### src/rtl/sdram_col_burst.sv
module sdram_col_burst #(
  parameter int COL_W  = 4,
  parameter int DATA_W = 8,
  parameter int ADDR_W = 10
) (
  input  logic              clk,
  input  logic              rst,
  input  logic              cke,
  input  logic [1:0]        cmd,
  input  logic [ADDR_W-1:0] addr,
  input  logic              dqm,
  input  logic [DATA_W-1:0] dq_i,
  output logic [DATA_W-1:0] dq_o,
  output logic              dq_oe
);
  localparam int DEPTH = 1 << COL_W;
  localparam int PIPE  = 3;
  localparam int M_ILV = 3;
  localparam int M_CL  = 4;
  localparam int M_SW  = 9;
  localparam logic [1:0] C_NOP = 2'd0, C_RD = 2'd1, C_WR = 2'd2, C_MODE = 2'd3;

  logic              en;
  logic [1:0]        bl_code;
  logic              ilv, cl3, single;
  logic              busy, is_wr;
  logic [COL_W-1:0]  base;
  logic [3:0]        cnt, len;
  logic [DATA_W-1:0] mem [DEPTH];
  logic [PIPE-1:0]   pv;
  logic [DATA_W-1:0] pd [PIPE];
  logic [1:0]        mq;

  logic              start, act, beat_wr;
  logic [3:0]        bl_len, new_len, beat_len, beat_idx;
  logic [COL_W-1:0]  beat_base, cmask, idx_c, bcol;

  assign start   = en && (cmd == C_RD || cmd == C_WR);
  assign bl_len  = 4'd1 << bl_code;
  assign new_len = (cmd == C_WR && single) ? 4'd1 : bl_len;

  always_comb begin
    beat_base = start ? addr[COL_W-1:0] : base;
    beat_idx  = start ? 4'd0 : cnt;
    beat_len  = start ? new_len : len;
    beat_wr   = start ? (cmd == C_WR) : is_wr;
    act       = start || (en && busy && cmd == C_NOP);
    cmask     = COL_W'(beat_len - 4'd1);
    idx_c     = COL_W'(beat_idx);
    if (ilv) bcol = (beat_base & ~cmask) | ((beat_base ^ idx_c) & cmask);
    else     bcol = (beat_base & ~cmask) | ((beat_base + idx_c) & cmask);
  end

  always_ff @(posedge clk) begin
    if (rst) begin
      en      <= 1'b1;
      bl_code <= 2'd0;
      ilv     <= 1'b0;
      cl3     <= 1'b0;
      single  <= 1'b0;
      busy    <= 1'b0;
      is_wr   <= 1'b0;
      base    <= '0;
      cnt     <= 4'd0;
      len     <= 4'd1;
      pv      <= '0;
      mq      <= 2'b00;
      for (int i = 0; i < PIPE; i++) pd[i] <= '0;
      for (int i = 0; i < DEPTH; i++) mem[i] <= '0;
    end else begin
      en <= cke;
      if (en) begin
        mq <= {mq[0], dqm};
        for (int i = PIPE-1; i > 0; i--) pd[i] <= pd[i-1];
        pd[0] <= mem[bcol];
        if (start && cmd == C_WR) pv <= '0;
        else                      pv <= {pv[PIPE-2:0], act && !beat_wr};
        if (act && beat_wr && !dqm) mem[bcol] <= dq_i;
        if (cmd == C_MODE) begin
          bl_code <= addr[1:0];
          ilv     <= addr[M_ILV];
          cl3     <= addr[M_CL];
          single  <= addr[M_SW];
          busy    <= 1'b0;
        end else if (start) begin
          base  <= addr[COL_W-1:0];
          len   <= new_len;
          is_wr <= (cmd == C_WR);
          cnt   <= 4'd1;
          busy  <= new_len > 4'd1;
        end else if (busy) begin
          cnt  <= cnt + 4'd1;
          busy <= (cnt + 4'd1) < len;
        end
      end
    end
  end

  assign dq_o  = cl3 ? pd[2] : pd[1];
  assign dq_oe = (cl3 ? pv[2] : pv[1]) && !mq[1];

  a_r7_counter_frozen: assert property (@(posedge clk) disable iff (rst)
    !en |=> $stable(cnt) && $stable(busy) && $stable(base));
  a_r9_output_held: assert property (@(posedge clk) disable iff (rst)
    !en |=> $stable(dq_o) && $stable(dq_oe));
  a_r6_single_write: assert property (@(posedge clk) disable iff (rst)
    en && cmd == C_WR && single |=> !busy);
  a_r13_write_drops_reads: assert property (@(posedge clk) disable iff (rst)
    en && cmd == C_WR |=> !dq_oe);
  a_r11_read_mask: assert property (@(posedge clk) disable iff (rst)
    en && $past(en) && $past(dqm) |=> !dq_oe);
endmodule

### config.mk
export PLATFORM = sky130hd
export DESIGN_NAME = sdram_col_burst
export DESIGN_NICKNAME = d
export VERILOG_FILES = /design/src/rtl/sdram_col_burst.sv
export SDC_FILE = /design/constraint.sdc
export NUM_CORES = 1
export LEC_CHECK = 0
export BUFFER_PORTS_ARGS = -buffer_cell sky130_fd_sc_hd__buf_2
export CAP_MARGIN = 30
export CORE_UTILIZATION = 36
export CTS_CLUSTER_SIZE = 14
export DETAILED_ROUTE_END_ITERATION = 8
export SETUP_SLACK_MARGIN = 0.5
export SYNTH_ARGS = -nofsm -noshare
export SYNTH_HDL_FRONTEND = slang
export SYNTH_SLANG_ARGS = --single-unit
### constraint.sdc
create_clock -name clk -period 8 [get_ports clk]
set_clock_uncertainty 0.1 [all_clocks]
set_input_delay 0.8 -clock clk [delete_from_list [all_inputs] [get_ports clk]]
set_output_delay 0.8 -clock clk [all_outputs]
set_load 0.03 [all_outputs]
**After elaboration in Yosys (flattened, before gate mapping)**

Memories as Yosys holds them, arrays and structs flattened.
Index checks and enable logic that the tools add are counted.

- Add/subtract/negate cells: 3
- $mul: 0
- Divide/modulo/power cells: 0
- Magnitude comparators: 2
- Eq/ne operators: 3
- Shift operators: 1
- Multiplexer cells: 29
- Bitwise gates (word level): 11
- Reductions and logical operators: 20

Operators with widths:

| kind | count |
|---|---|
| 2-to-1 mux 8 bit | 5 |
| 2-to-1 mux 4 bit | 8 |
| 2-to-1 mux 1 bit | 15 |
| AND 4 bit | 3 |
| logical AND 1 bit | 9 |
| OR 4 bit | 2 |
| OR reduction 8 bit | 1 |
| adder 4 x 1 -> 4 bit, second input constant | 1 |
| adder 4 bit | 1 |
| == test 2 bit, second input constant | 2 |
| > comparator 4 x 1 -> 1 bit, second input constant | 1 |
| less-than comparator 4 bit | 1 |
| NOT 4 bit | 1 |
| AND reduction 2 bit | 2 |
| << shifter 1 x 2 -> 4 bit, first input constant | 1 |
| subtractor 4 x 1 -> 4 bit, second input constant | 1 |
| bitwise XOR 4 bit | 1 |
| logical NOT 1 bit | 3 |
| 2-to-1 mux 3 bit | 1 |
| OR 1 bit | 3 |
| AND reduction 3 bit | 1 |
| == test 2 x 1 -> 1 bit, second input constant | 1 |
| logical NOT 2 bit | 1 |
| logical OR 1 bit | 2 |
| 2 further kinds | 2 |

- Register bits after elaboration: 25
- Bits in latches: 0
- Memory bits (writable): 152
- ROM bits: 0
- Input bits: 24
- Memories kept: 2

Memories:

| name | words | width | read ports | clocked after Yosys merged registers in | write ports | RTL line | text |
|---|---|---|---|---|---|---|---|
| mem | 16 | 8 | 1 | 0 | 16 | 29 | `logic [DATA_W-1:0] mem [DEPTH];` |
| pd | 3 | 8 | 3 | 0 | 3 | 31 | `logic [DATA_W-1:0] pd [PIPE];` |

**Depth between registers and ports, before layout**

- Depth after elaboration: 12
- Gate-level depth with buffers: 18

**Least setup slack after synthesis**

No wires, ideal clock.

- Path kind: in2reg
- From: input cmd[0]
- To: memory mem[0][0], enable pin
- Setup time: 0.329 ns
- Arrival time: 3.798 ns
- Path slack: 3.773 ns
- Cell stages on the path: 16
- Buffers on the path: 5
- Cell sequence: inv_1 ha_1 buf_6 nand2_1 buf_4 clkbuf_1 and2_1 ha_1 a41oi_1 o32ai_2 a21boi_1 or3_1 buf_4 buf_6 nor3_4 or2_1

RTL lines:

| what | RTL line | text |
|---|---|---|
| start: declaration | 9 | `input logic [1:0] cmd,` |
| end: declaration | 29 |  |

==> results.yml <==
cts:
  clk_latency_ps: 420
  cts_tree: "done"
  cts.sinks: 177
  cts_made_buffers: 17
  hold_buffers: 0
  clock-root-buffer: "clkbuf_16"
  cts_resized: 0
  ctsLongestPathBuffers: 2
  cts_setup_buffers: 0
  clkTransAtPathRegs_ps: 70
  htreeDepth: 4
cells_and_area:
  mostFrequentLayoutCells: "152 x edfxtp_1, 148 x and2_1, 30 x nand2_1, 30 x mux4_2"
  drive_gt1_share_pct: 20.6
  final_nets: 697
  syn2layout_area_growth_pct: 10.6
  antenna_cells: 0
  mostFrequentLayoutCell: "edfxtp_1"
  post-route-util_pct: 40.9
hold_path:
  min-delay-start: "pv[2]"
  min_to: "pv[2]"
  hold_path.class: "flop to flop"
  hold_depth: 2
place:
  place.gp.congestion: 0.818
  portBuffers: 28
  dp_hpwl_mm: 11.7
routing:
  routed_wl_mm: 18.1
  ant_nets: 0
  routedWlPerCell_um: 18.2
  drc_errors: 0
  drtIter0Drc: 450
  vias: 5046
  avgViaCountPerCell: 5.08
  first_pass_iters: 5
floorplanning:
  rows: 56
  die_width_um: 158
  die-height_um: 158
  ios: 33
  design.die.area_mm2: 0.0250
  core-area_mm2: 0.0237
  start_util_pct: 37.0
grt:
  grt_first_pass_wirelength_mm: 28.4
  antenna_found_initial: 0
  grt_usage_pct: 15.6
  grt_pass1_vias: 5201
  grt-ovfl-total: 0
  grt_max_degree: 44
timing:
  fmax_ghz: 0.192
  tightest_slew_ps: 1000
  finalCritPeriodShare_pct: 65.0
  max_slew_margin_pct: 32.6
  rsz0062_at_grt: "false"
  setup-violations-final: 0
  finalHoldViolCount: 0
  maxSlewViolCount: 0
  tns_ps: 0
  layout_min_cycle_time_ps: 5200
logic_synthesis:
  syn_avg_cell_area_um2: 13.5
  synth_ff_type: "edfxtp_1"
  syn_inst: 651
  synth_top_cell_area_share_pct: 52.1
  synth_seq_cells: 177
  synthDistinctLibCells: 57
  yosys-top-cells-area: "edfxtp_1 52%, and2_1 11%, mux4_2 7.7%"
  syn_nets: 686
  synth-edff-count: 152
  async_flop_share_pct: 0
  synth_area_mm2: 0.00877
  seq_area_frac_synth_pct: 57.8
  yosysTopAreaCell: "edfxtp_1"
  ys_warn_count: 0
power_and_ir_drop:
  leakagePower_nw: 3.59
  power.density_mw_per_mm2: 229
  ir_drop_mv: 0.136
critical_path:
  cp.required_ps: 7970
  critical_path_class: "flop to flop"
  reg2regPathDepth: 10
  r2r_setup_slack_ps: 2800
  worstReg2RegStart: "en"
  timing.rr.end: "mem[14][6]"
  crit_arrival_ps: 5180
  worstPathMaxFanout: 23
  crit_path_end_kind: "flop"
  critPathLaunchType: "flop"
flow_run:
  max_cap_violations: 0
outcome:
  status: "complete, no violations"
-- state kept, by name (all words and copies together) (netlist names) --
| register | count |
|---|---|
| base | 4 |
| bl_code | 2 |
| busy | 1 |
| cl3 | 1 |
| cnt | 4 |
| en | 1 |
| ilv | 1 |
| is_wr | 1 |
| len | 4 |
| mem | 128 |
| mq | 2 |
| pd | 24 |
| pv | 3 |
| single | 1 |
-- worst max path at each step --
stage                       endpoint   start  cells past startpoint  slack, ps
after floorplan            mem[0][0]  cmd[0]                     16       3770
after global placement    mem[14][7]  cmd[0]                     12       2450
final                     mem[14][6]      en                     10       2800
after detailed placement  mem[14][2]  cmd[0]                     12       2380
after CTS                 mem[14][5]  cmd[0]                     12       2820
after global routing      mem[14][7]      en                     11       2300
-- per-layer routing --
layer	track usage [%]	routed length, um	vias to the layer above	part of all wire, %
met5	0	0	-	0
met2	26.8	8970	120	50
met3	3.45	742	19	4.1
met4	4.62	306	0	1.7
met1	19.6	8060	2510	45
li1	-	-	2397	-
-- kinds of logic (layout without fill, tap and decap cells) --
kind of cell | count (synthesis) | after routing | synth area share, %
AO/OA/AOI/OAI | 67 | 67 | 5.18
adder cells (fa/ha/maj) | 11 | 11 | 1.57
multiplexers | 53 | 53 | 10.8
flip-flops | 177 | 177 | 57.8
AND/OR/NAND/NOR | 286 | 286 | 20.7
XOR/XNOR | 7 | 7 | 0.699
buffers and inverters | 50 | 74 | 3.24
-- synthesized netlist by cell type (all sizes together), types with 2 or more instances --
library cell  instances
nand2b                4
a22oi                 3
mux4                 32
nand3                12
nor2                 20
xor2                  4
nor3                 19
nand2                30
buf                  22
inv                   9
xnor2                 3
nor2b                 4
o211ai                2
dfxtp                25
o21a                  2
or2                  18
mux2                  8
o21ai                 8
a21oi                29
edfxtp              152
mux2i                13
nor3b                 2
or3                   2
a211oi               12
and2                148
nand3b               20
a22o                  2
clkbuf               19
ha                   11
-- through the flow --
step	cell area, um^2	hold slack [ps]	total power [mW]	worst slack [ps]	instances
floorplan	8770	343	1.34	3770	651
global placement	9080	358	1.41	2450	960
detailed placement	9080	361	1.42	2380	960
CTS	9650	372	2.22	2820	992
global route	9690	392	2.30	2300	994
finish	9690	370	2.22	2800	994
-- power breakdown --
part | leakage [nW] | internal (mW) | switching, mW
Clock | 0.274 | 0.461 | 0.353
Combinational | 1.51 | 0.136 | 0.201
Sequential | 1.80 | 1.05 | 0.0180
Total | 3.59 | 1.64 | 0.573
-- layout make-up --
type	count	area [um^2]
Sequential cell	177	5060
Clock inverter	13	138
Tap cell	319	399
Multi-Input combinational cell	424	3420
Inverter	9	33.8
Timing Repair Buffer	33	205
Fill cell	2269	14000
Clock buffer	19	433
-- worst max-delay path, stage by stage (launching register included) --
cell	delay, ps
dfxtp_1	840
nand2_1	640
and2_1	360
ha_1	200
ha_1	180
a31oi_1	180
xor2_1	110
o211ai_2	620
nand2_1	540
nor3_2	600
or2_1	440
Power figures use the tool's default switching activity.
